## config.mk

```make
export PLATFORM = sky130hd
export DESIGN_NAME = pulse_report_top
export DESIGN_NICKNAME = d
export VERILOG_FILES = /design/src/rtl/pulse_report_pkg.sv /design/src/rtl/pulse_report_dp.sv /design/src/rtl/pulse_report_ctrl.sv /design/src/rtl/pulse_report_uart.sv /design/src/rtl/pulse_report_top.sv
export SDC_FILE = /design/constraint.sdc
export NUM_CORES = 1
export LEC_CHECK = 0
export CAP_MARGIN = 30
export CORE_MARGIN = 1.5
export CORE_UTILIZATION = 43
export DETAILED_ROUTE_END_ITERATION = 6
export GPL_TIMING_DRIVEN = 0
export PLACE_DENSITY = 0.69
export SYNTH_ARGS = -nofsm -noshare
export SYNTH_HDL_FRONTEND = slang
export SYNTH_SLANG_ARGS = --single-unit
```

## constraint.sdc

```tcl
create_clock -name clk -period 11.15 [get_ports clk]
set_input_delay 2.23 -clock clk [delete_from_list [all_inputs] [get_ports clk]]
set_output_delay 2.23 -clock clk [all_outputs]
set_load 0.02 [all_outputs]
```

## src/rtl/pulse_report_pkg.sv

```systemverilog
package pulse_report_pkg;

  localparam int VAL_W    = 32;
  localparam int DIGITS   = 10;
  localparam int BCD_W    = 4 * DIGITS;
  localparam int LINE_LEN = 2 * DIGITS + 3;
  localparam int IDX_W    = $clog2(LINE_LEN);
  localparam int STEP_W   = $clog2(VAL_W + 1);

  typedef struct packed {
    logic             takeSnap;
    logic             dabbleStep;
    logic             sendChar;
    logic [IDX_W-1:0] charIdx;
  } ctlStrobe_t;

  function automatic logic [BCD_W-1:0] addThree(input logic [BCD_W-1:0] bcdIn);
    logic [BCD_W-1:0] res;
    res = bcdIn;
    for (int d = 0; d < DIGITS; d++) begin
      if (res[4*d +: 4] >= 4'd5) res[4*d +: 4] = res[4*d +: 4] + 4'd3;
    end
    return res;
  endfunction

endpackage

```

## src/rtl/pulse_report_dp.sv

```systemverilog
module pulse_report_dp
  import pulse_report_pkg::*;
#(
  parameter int              GATE_W       = 40,
  parameter longint unsigned GATE_DEFAULT = 64'd6000000000
) (
  input  logic              clk,
  input  logic              rstN,
  input  logic              pulseIn,
  input  logic              gateLoad,
  input  logic [GATE_W-1:0] gateValue,
  input  ctlStrobe_t        strobe,
  output logic              gateEnd,
  output logic [7:0]        txChar
);

  logic [2:0]        syncPipe;
  logic              pulseRise;
  logic [GATE_W-1:0] gateLen;
  logic [GATE_W-1:0] gateCnt;
  logic [VAL_W-1:0]  pulseCount, seqNum, holdCount, holdSeq, workCount, workSeq;
  logic [BCD_W-1:0]  bcdCount, bcdSeq, adjCount, adjSeq;
  logic [3:0]        seqDigit, cntDigit;

  assign pulseRise = syncPipe[1] & ~syncPipe[2];
  assign gateEnd   = (gateCnt >= gateLen - GATE_W'(1));
  assign adjSeq    = addThree(bcdSeq);
  assign adjCount  = addThree(bcdCount);

  always_ff @(posedge clk) begin
    if (!rstN) begin
      syncPipe <= '0;
      gateLen  <= GATE_W'(GATE_DEFAULT);
      gateCnt  <= '0;
    end else begin
      syncPipe <= {syncPipe[1:0], pulseIn};
      if (gateLoad && (gateValue != '0)) gateLen <= gateValue;
      gateCnt <= gateEnd ? '0 : gateCnt + GATE_W'(1);
    end
  end

  always_ff @(posedge clk) begin
    if (!rstN) begin
      pulseCount <= '0;
      seqNum     <= '0;
      holdCount  <= '0;
      holdSeq    <= '0;
    end else if (gateEnd) begin
      holdCount  <= pulseCount + VAL_W'(pulseRise);
      holdSeq    <= seqNum;
      seqNum     <= seqNum + VAL_W'(1);
      pulseCount <= '0;
    end else if (pulseRise) begin
      pulseCount <= pulseCount + VAL_W'(1);
    end
  end

  always_ff @(posedge clk) begin
    if (!rstN) begin
      workCount <= '0;
      workSeq   <= '0;
      bcdCount  <= '0;
      bcdSeq    <= '0;
    end else if (strobe.takeSnap) begin
      workCount <= holdCount;
      workSeq   <= holdSeq;
      bcdCount  <= '0;
      bcdSeq    <= '0;
    end else if (strobe.dabbleStep) begin
      bcdSeq    <= {adjSeq[BCD_W-2:0], workSeq[VAL_W-1]};
      bcdCount  <= {adjCount[BCD_W-2:0], workCount[VAL_W-1]};
      workSeq   <= {workSeq[VAL_W-2:0], 1'b0};
      workCount <= {workCount[VAL_W-2:0], 1'b0};
    end
  end

  always_comb begin
    seqDigit = '0;
    cntDigit = '0;
    for (int d = 0; d < DIGITS; d++) begin
      if (IDX_W'(DIGITS - 1 - d) == strobe.charIdx) seqDigit = bcdSeq[4*d +: 4];
      if (IDX_W'(2 * DIGITS - d) == strobe.charIdx) cntDigit = bcdCount[4*d +: 4];
    end
    if (strobe.charIdx < IDX_W'(DIGITS))            txChar = {4'h3, seqDigit};
    else if (strobe.charIdx == IDX_W'(DIGITS))      txChar = 8'h2C;
    else if (strobe.charIdx <= IDX_W'(2 * DIGITS))  txChar = {4'h3, cntDigit};
    else if (strobe.charIdx == IDX_W'(2*DIGITS+1))  txChar = 8'h0D;
    else                                            txChar = 8'h0A;
  end

  assert_count_clear_R3: assert property (@(posedge clk) disable iff (!rstN)
    gateEnd |=> (pulseCount == '0));

  assert_seq_step_R4: assert property (@(posedge clk) disable iff (!rstN)
    gateEnd |=> (seqNum == $past(seqNum) + VAL_W'(1)));

  assert_gate_len_nonzero_R8: assert property (@(posedge clk) disable iff (!rstN)
    gateLen != '0);

endmodule

```

## src/rtl/pulse_report_ctrl.sv

```systemverilog
module pulse_report_ctrl
  import pulse_report_pkg::*;
(
  input  logic       clk,
  input  logic       rstN,
  input  logic       gateEnd,
  input  logic       txReady,
  output ctlStrobe_t strobe,
  output logic       overrun
);

  typedef enum logic [1:0] {ST_IDLE, ST_CONV, ST_SEND, ST_WAIT} ctlState_t;

  ctlState_t         state;
  logic              pending;
  logic [STEP_W-1:0] stepCnt;
  logic [IDX_W-1:0]  charIdx;

  always_comb begin
    strobe.takeSnap   = (state == ST_IDLE) && pending;
    strobe.dabbleStep = (state == ST_CONV);
    strobe.sendChar   = (state == ST_SEND) && txReady;
    strobe.charIdx    = charIdx;
  end

  always_ff @(posedge clk) begin
    if (!rstN) begin
      pending <= 1'b0;
      overrun <= 1'b0;
    end else begin
      if (gateEnd) pending <= 1'b1;
      else if (strobe.takeSnap) pending <= 1'b0;
      if (gateEnd && ((pending && !strobe.takeSnap) || (state != ST_IDLE)))
        overrun <= 1'b1;
    end
  end

  always_ff @(posedge clk) begin
    if (!rstN) begin
      state   <= ST_IDLE;
      stepCnt <= '0;
      charIdx <= '0;
    end else begin
      unique case (state)
        ST_IDLE: if (pending) begin
          state   <= ST_CONV;
          stepCnt <= '0;
        end
        ST_CONV: begin
          stepCnt <= stepCnt + STEP_W'(1);
          if (stepCnt == STEP_W'(VAL_W - 1)) begin
            state   <= ST_SEND;
            charIdx <= '0;
          end
        end
        ST_SEND: if (txReady) state <= ST_WAIT;
        ST_WAIT: if (txReady) begin
          if (charIdx == IDX_W'(LINE_LEN - 1)) state <= ST_IDLE;
          else begin
            charIdx <= charIdx + IDX_W'(1);
            state   <= ST_SEND;
          end
        end
        default: state <= ST_IDLE;
      endcase
    end
  end

  assert_overrun_sticky_R9: assert property (@(posedge clk) disable iff (!rstN)
    overrun |=> overrun);

  assert_char_idx_range_R5: assert property (@(posedge clk) disable iff (!rstN)
    charIdx < IDX_W'(LINE_LEN));

endmodule

```

## src/rtl/pulse_report_uart.sv

```systemverilog
module pulse_report_uart #(
  parameter int CLK_DIV = 868
) (
  input  logic       clk,
  input  logic       rstN,
  input  logic       start,
  input  logic [7:0] data,
  output logic       txReady,
  output logic       txd
);

  localparam int FRAME_W = 10;
  localparam int DIV_W   = $clog2(CLK_DIV + 1);
  localparam int BIT_W   = $clog2(FRAME_W + 1);

  logic               busy;
  logic [FRAME_W-1:0] frame;
  logic [DIV_W-1:0]   baudCnt;
  logic [BIT_W-1:0]   bitsLeft;

  assign txReady = !busy;
  assign txd     = busy ? frame[0] : 1'b1;

  always_ff @(posedge clk) begin
    if (!rstN) begin
      busy     <= 1'b0;
      frame    <= '1;
      baudCnt  <= '0;
      bitsLeft <= '0;
    end else if (start) begin
      busy     <= 1'b1;
      frame    <= {1'b1, data, 1'b0};
      baudCnt  <= DIV_W'(CLK_DIV - 1);
      bitsLeft <= BIT_W'(FRAME_W);
    end else if (busy) begin
      if (baudCnt == '0) begin
        frame    <= {1'b1, frame[FRAME_W-1:1]};
        baudCnt  <= DIV_W'(CLK_DIV - 1);
        bitsLeft <= bitsLeft - BIT_W'(1);
        if (bitsLeft == BIT_W'(1)) busy <= 1'b0;
      end else begin
        baudCnt <= baudCnt - DIV_W'(1);
      end
    end
  end

  assert_no_start_busy_R6: assert property (@(posedge clk) disable iff (!rstN)
    start |-> !busy);

  assert_idle_high_R6: assert property (@(posedge clk) disable iff (!rstN)
    (!busy && !start) |=> (txd || busy));

endmodule

```

## src/rtl/pulse_report_top.sv

```systemverilog
module pulse_report_top
  import pulse_report_pkg::*;
#(
  parameter int              CLK_DIV      = 868,
  parameter int              GATE_W       = 40,
  parameter longint unsigned GATE_DEFAULT = 64'd6000000000
) (
  input  logic              clk,
  input  logic              rstN,
  input  logic              pulseIn,
  input  logic              gateLoad,
  input  logic [GATE_W-1:0] gateValue,
  output logic              txd,
  output logic              overrun
);

  ctlStrobe_t strobe;
  logic       gateEnd;
  logic       txReady;
  logic [7:0] txChar;

  pulse_report_dp #(.GATE_W(GATE_W), .GATE_DEFAULT(GATE_DEFAULT)) uDp (
    .clk(clk), .rstN(rstN), .pulseIn(pulseIn), .gateLoad(gateLoad),
    .gateValue(gateValue), .strobe(strobe), .gateEnd(gateEnd), .txChar(txChar)
  );

  pulse_report_ctrl uCtrl (
    .clk(clk), .rstN(rstN), .gateEnd(gateEnd), .txReady(txReady),
    .strobe(strobe), .overrun(overrun)
  );

  pulse_report_uart #(.CLK_DIV(CLK_DIV)) uUart (
    .clk(clk), .rstN(rstN), .start(strobe.sendChar), .data(txChar),
    .txReady(txReady), .txd(txd)
  );

endmodule

```

==> key figures, run 1 <==
Run status
  – Status: complete, no violations

Clock network
  – Clk slew on worst S/H paths: 0.06 ns
  – Total setup buffers inserted after CTS: 0
  – Total CTS buffers: 44
  – Post-cts hold buffer count: 0
  – Root buf cell: clkbuf_16
  – Skew-Pair Late Insertion Delay: 0.58 ns
  – CTS sink count: 394
  – PostCTS Resize Cnt: 0
  – Deepest clock path buffer count: 3
  – CTS tree: yes
  – H-Tree Depth: 2

Die
  – Initial Util: 0.4392
  – Site row count: 78
  – Die extent in x: 219.0 um
  – Io pins: 46
  – CORE AREA: 45,670 um^2
  – Die Span Y: 219.0 um
  – Die ar.: 47,950 um^2

Timing
  – Unrepaired setup endpoints after global routing: no
  – Final Cycle Share: 0.5730
  – Final setup TNS: 0 ns
  – Final setup vio count: 0
  – Slew Limit Fails: 0
  – Slew @ Worst Pin: 1.024 ns
  – Clock skew: 0.03239 ns
  – Relative slew slack: 0.3158
  – Post-route minimum period: 6.388 ns
  – Fmax: 156.5 MHz
  – Final WS setup: 4.762 ns
  – Final hold viol count: 0
  – Final Hold Slack: 0.4372 ns

Route
  – WL per Instance: 16.54 um
  – Initial DRC Count: 1,490
  – Antenna-violating nets left: 0
  – Vias after detailed routing: 17,790
  – DR DRC count: 0
  – Vias per inst: 5.607
  – Pre-antenna DRT Iters: 5
  – Final WL: 52,490 um

Worst setup path
  – Crit-path max FO: 10
  – Worst EP required: 11.59 ns
  – Crit Path Category: flip-flop to flip-flop
  – Startpoint types: flip-flop
  – Crit path DAT: 6.83 ns
  – CP endpoint kind: flip-flop
  – Reg2reg path depth: 17

Placed design
  – Hpwl dp: 37,690 um
  – Gp weighted congestion: 0.8956
  – Place WS: 4.821 ns
  – Buffers on Ports: 44
  – Placed Area: 21,270 um^2

Synthesis
  – Post-synthesis cell area: 20,060 um^2
  – Number of enable-type register cells in the synthesized netlist: 0
  – Yosys Warn Count: 0
  – #FFs+latches synth: 394
  – Primary FF master, synth: dfxtp_1
  – Post-synth ARST share: 0
  – Post-synth net total: 2,582
  – Synth unique cells: 65
  – Register area share after synthesis: 0.3932
  – Mapped Cells: 2,443
  – Syn_area_per_cell: 8.210 um^2

Job
  – Max_cap viols: 0

Power
  – P per Cell Area: 134.1 nW/um^2
  – Leak: 0.008400 uW
  – Peak VDD IR: 0.1268 mV

Cells and area
  – Layout Nets: 2,676
  – Commonest non-fill, non-tap cells in the layout: dfxtp_1, nand2_1, nor2_1, a21oi_1, clkbuf_1
  – Post-route cell area: 22,790 um^2
  – Area growth, synth to finish: 13.64%
  – Ant. Diodes: 0
  – Layout cell share with drive strength beyond 1: 0.04081
  – Commonest non-fill, non-tap cell in the layout: dfxtp_1
  – Fill count: 4,274

Worst hold path
  – Class of the worst hold path: flip-flop to flip-flop
  – Hold path depth: 1

Global routing
  – GRT overflow: 0
  – Largest net degree at the start of global routing: 14
  – GRT Util Overall: 0.2148
  – Initial antenna violation count: 2
  – Number of global-route vias before repair: 16,640
  – First-pass GRT wire length: 84,480 um
critical path: stages, from the launching register on:
cell and delay [ns]:
dfxtp_1 0.36, or4_4 0.57, or3_4 0.39, nor4b_4 0.31, nand4_1 0.24, or4_1 0.56, buf_2 0.19, nor4_2 0.18
xnor2_1 0.16, ha_1 0.28, and4_1 0.22, a221oi_1 0.33, o211ai_1 0.15, a221oi_1 0.86, clkbuf_1 0.62, clkbuf_1 0.54
mux2i_1 0.25, nor2_1 0.06
area by class of cell:
| type | instances | area [um^2] | share of cell area |
|---|---|---|---|
| plain buffers | 134 | 520.5 | 0.02283 |
| clock inverters | 19 | 220.2 | 0.009661 |
| inverters | 59 | 221.5 | 0.009716 |
| clock buffers | 63 | 1295 | 0.05681 |
| flip-flops and latches | 394 | 7888 | 0.3460 |
| repair buffers | 48 | 470.5 | 0.02064 |
| multi-input cells | 1856 | 11430 | 0.5014 |
| well taps | 600 | 750.7 | 0.03293 |
logic make-up (layout without fill, tap and decap cells):
| group | after synthesis | after routing | share of synthesized area |
|---|---|---|---|
| AO/OA/AOI/OAI | 497 | 497 | 0.1462 |
| XOR/XNOR | 184 | 184 | 0.08034 |
| adder cells (fa/ha/maj) | 95 | 95 | 0.05926 |
| buffers and inverters | 193 | 323 | 0.03699 |
| flip-flops | 394 | 394 | 0.3932 |
| multiplexers | 110 | 110 | 0.05496 |
| AND/OR/NAND/NOR | 970 | 970 | 0.2290 |
power breakdown:
part	switching [uW]	internal [uW]	leakage, uW
registers	13.6	1420	0.00318
logic	67.7	45.4	0.00447
clock network	607	904	0.000750
total	689	2370	0.00840
per-stage QoR:
stage	instances	utilization	total power [uW]
CTS	3172	0.4990	3084
detailed placement	3090	0.4658	1574
global placement	3087	0.4652	1570
global route	3173	0.4991	3151
floorplan	2443	-	1526
finish	3173	0.4991	3056
path summary, 6_finish.rpt:
path | end | slack (ns) | startpoint
max | uDp.holdSeq[30]$_SDFFE_PN0P_ | 4.76 | uDp.gateLen[9]$_SDFFE_PN0P_
min | uDp.syncPipe[1]$_SDFF_PN0_ | 0.44 | uDp.syncPipe[0]$_SDFF_PN0_
max reg2reg | uDp.holdSeq[30]$_SDFFE_PN0P_ | 4.76 | uDp.gateLen[9]$_SDFFE_PN0P_
min reg2reg | uDp.syncPipe[1]$_SDFF_PN0_ | 0.44 | uDp.syncPipe[0]$_SDFF_PN0_
routing by layer:
metal | part of all wire | up-vias | GRT usage
li1 | - | 8758 | -
met1 | 0.46 | 8430 | 0.2880
met2 | 0.46 | 498 | 0.3524
met3 | 0.058 | 104 | 0.03119
met4 | 0.028 | 0 | 0.07283
met5 | 0 | - | 0
Yosys cell counts (27+ instances only):
| cell type | n | area share |
|---|---|---|
| a21oi_1 | 243 | 0.061 |
| a22oi_1 | 64 | 0.024 |
| and3_1 | 27 | 0.0084 |
| clkbuf_1 | 111 | 0.021 |
| dfxtp_1 | 394 | 0.39 |
| ha_1 | 95 | 0.059 |
| inv_1 | 58 | 0.011 |
| mux2i_1 | 109 | 0.054 |
| nand2_1 | 311 | 0.058 |
| nand2b_1 | 32 | 0.010 |
| nand3_1 | 75 | 0.019 |
| nand4_1 | 42 | 0.013 |
| nor2_1 | 291 | 0.054 |
| nor3_1 | 46 | 0.011 |
| o21ai_0 | 93 | 0.023 |
| xnor2_1 | 101 | 0.044 |
| xor2_1 | 83 | 0.036 |
registers in the layout, indices dropped and copies added (netlist names), 5 cells and up:
| name | count |
|---|---|
| uCtrl.charIdx | 5 |
| uCtrl.stepCnt | 6 |
| uDp.bcdCount | 40 |
| uDp.bcdSeq | 40 |
| uDp.gateCnt | 40 |
| uDp.gateLen | 40 |
| uDp.holdCount | 32 |
| uDp.holdSeq | 32 |
| uDp.pulseCount | 32 |
| uDp.seqNum | 32 |
| uDp.workCount | 32 |
| uDp.workSeq | 32 |
| uUart.baudCnt | 10 |
| uUart.frame | 9 |
No activity file was read; power rests on OpenSTA's default activity.
==> run 2: changes to the inputs <==
==> constraint.sdc (replaced) <==
create_clock -name clk -period 6.6 [get_ports clk]
set_input_delay 1.32 -clock clk [delete_from_list [all_inputs] [get_ports clk]]
set_output_delay 1.32 -clock clk [all_outputs]
set_load 0.02 [all_outputs]
==> run 2 against run 1 <==
  * First-iteration DRC count up 0.34%
  * Clock skew is essentially flat
  * Register-to-register slack got worse by 4.3 ns
  * Flip-flop and latch count unchanged
  * Critical path depth unchanged
  * Clock power increased by 69%
  * Final cell count unchanged
==> key figures, run 2 (synthesis gave the netlist of run 1 again) <==
Clock network
  – Skew-Pair Late Insertion Delay: 0.58 ns (about the same)
  – Clk slew on worst S/H paths: 0.06 ns (about the same)
  – CTS sink count: 394 (unchanged)
  – CTS tree: yes
  – Root buf cell: clkbuf_16
  – Total CTS buffers: 44 (unchanged)
  – Deepest clock path buffer count: 3 (unchanged)
  – H-Tree Depth: 2 (unchanged)

Die
  – CORE AREA: 45,670 um^2 (unchanged)
  – Site row count: 78 (unchanged)
  – Die Span Y: 219.0 um (unchanged)
  – Die extent in x: 219.0 um (unchanged)
  – Io pins: 46 (unchanged)
  – Die ar.: 47,950 um^2 (unchanged)
  – Initial Util: 0.4392 (unchanged)

Timing
  – Fmax: 163.5 MHz (+4.4%)
  – Final hold viol count: 0 (unchanged)
  – Final setup vio count: 0 (unchanged)
  – Unrepaired setup endpoints after global routing: no
  – Final Cycle Share: 0.9268 (+0.3538)
  – Final setup TNS: 0 ns (unchanged)
  – Relative slew slack: 0.3143 (-0.001483)
  – Post-route minimum period: 6.117 ns (-0.2716 ns)
  – Slew Limit Fails: 0 (unchanged)
  – Clock skew: 0.03232 ns (-0.00007290 ns)
  – Slew @ Worst Pin: 1.026 ns (+0.002220 ns)

Worst setup path
  – Startpoint types: flip-flop
  – R2R setup slack: 0.48 ns (-4.28 ns)
  – Crit-path cells: or4_4 > or3_4 > nor4b_4 > nand4_1 > or4_1 > buf_2 > nor4_2 > xnor2_1 > ha_1 > and4_1 > a221oi_1 > o211ai_1 > a221oi_2 > clkbuf_1 > clkbuf_1 > mux2i_1 > nor2_1
  – CP most frequent cell: clkbuf_1
  – Crit-path max FO: 10 (unchanged)
  – Worst EP required: 7.04 ns (-4.55 ns)
  – CP endpoint kind: flip-flop
  – Crit path DAT: 6.56 ns (-0.27 ns)
  – CP max-delay cell: clkbuf_1
  – Crit Path Category: flip-flop to flip-flop
  – Slowest stage delay, CP: 0.61 ns (-0.25 ns)

Cells and area
  – Commonest non-fill, non-tap cell in the layout: dfxtp_1
  – Layout Nets: 2,676 (unchanged)
  – Area growth, synth to finish: 13.67% (about the same)
  – Fill count: 4,276 (+0.047%)
  – Post-Layout Cell Count: 3,173 (unchanged)
  – Area of the multi-input gates: 11,430 um^2 (about the same)
  – Layout cell share with drive strength beyond 1: 0.04120 (+0.0003887)
  – Seq. cell area: 7888 um^2 (unchanged)
  – Ant. Diodes: 0 (unchanged)
  – Final core utilization: 0.4992 (about the same)
  – Commonest non-fill, non-tap cells in the layout: dfxtp_1, nand2_1, nor2_1, a21oi_1, clkbuf_1

Power
  – P per Cell Area: 226.5 nW/um^2 (+69%)
  – Peak VDD IR: 0.2143 mV (+69%)
  – Power Total: 5164 uW (+69%)
  – Leak: 0.008403 uW (about the same)

Placed design
  – Gp weighted congestion: 0.8956 (unchanged)
  – Hpwl dp: 37,690 um (unchanged)
  – Placed instance count: 3,090 (unchanged)
  – Buffers on Ports: 44 (unchanged)

Route
  – Vias per inst: 5.603 (about the same)
  – Pre-antenna DRT Iters: 5 (unchanged)
  – WL per Instance: 16.54 um (about the same)
  – Antenna-violating nets left: 0 (unchanged)
  – Initial DRC Count: 1,495 (+0.34%)
  – Vias after detailed routing: 17,780 (-0.067%)
  – DR DRC count: 0 (unchanged)
  – Final WL: 52,480 um (about the same)

Run status
  – Status: complete, no violations

Global routing
  – Number of global-route vias before repair: 16,640 (unchanged)
  – GRT overflow: 0 (unchanged)
  – First-pass GRT wire length: 84,480 um (unchanged)
  – Largest net degree at the start of global routing: 14 (unchanged)
  – Initial antenna violation count: 2 (unchanged)
  – GRT Util Overall: 0.2148 (unchanged)

Worst hold path
  – Class of the worst hold path: flip-flop to flip-flop

Job
  – Max_cap viols: 0 (unchanged)
run 2: what timing repair did:
item,CTS,global route
endpoints found under the setup margin,0,140
hold buffers,0,0
buffers inserted,0,0
gates resized for setup,0,1
run 2: area by class of cell:
cell class                 instances  area share
buffer                           134     0.02283
timing repair buffer              48     0.02063
clock buffer                      63     0.05680
tap                              600     0.03293
multi-input combinational       1856      0.5015
inverter                          59    0.009713
sequential                       394      0.3459
clock inverter                    19    0.009658
run 2: path summary, 6_finish.rpt:
check,startpoint,to,depth (start not counted)
worst max register to register,uDp.gateLen[9]$_SDFFE_PN0P_,uDp.holdSeq[30]$_SDFFE_PN0P_,17
worst max-delay path,uDp.gateLen[9]$_SDFFE_PN0P_,uDp.holdSeq[30]$_SDFFE_PN0P_,17
worst min register to register,uDp.syncPipe[0]$_SDFF_PN0_,uDp.syncPipe[1]$_SDFF_PN0_,1
worst min-delay path,uDp.syncPipe[0]$_SDFF_PN0_,uDp.syncPipe[1]$_SDFF_PN0_,1
run 2: per-layer routing:
metal | routed length [um] | vias to the layer above | global-route usage | share of wire
li1 | - | 8759 | - | -
met1 | 23820 | 8418 | 0.2880 | 0.45
met2 | 24120 | 500 | 0.3524 | 0.46
met3 | 3056 | 101 | 0.03119 | 0.058
met4 | 1484 | 0 | 0.07283 | 0.028
met5 | 0 | - | 0 | 0
run 2: through the flow:
stage,cell area (um^2),setup WS (ns),hold WS [ns]
detailed placement,21270,0.2712,0.4256
global placement,21250,0.2575,0.4274
finish,22800,0.4832,0.4374
CTS,22790,0.2365,0.4444
floorplan,20060,1.687,0.4119
global route,22800,0.1079,0.4661
run 2: power by group:
group	switching, uW	total (uW)	internal, uW	leakage (uW)
Sequential	22.9	2420	2400	0.00318
Clock	1030	2550	1530	0.000750
Combinational	114	191	76.8	0.00447
Total	1160	5160	4000	0.00840
run 2: critical path, delay by kind of cell (launching register included):
family          cells  cell delay [ns]
compound gates      3             1.08
simple gates        8             2.53
xor+xnor            1             0.16
buf+inv             3             1.34
fa+ha+maj           1             0.28
flops               1             0.36
mux                 1             0.25
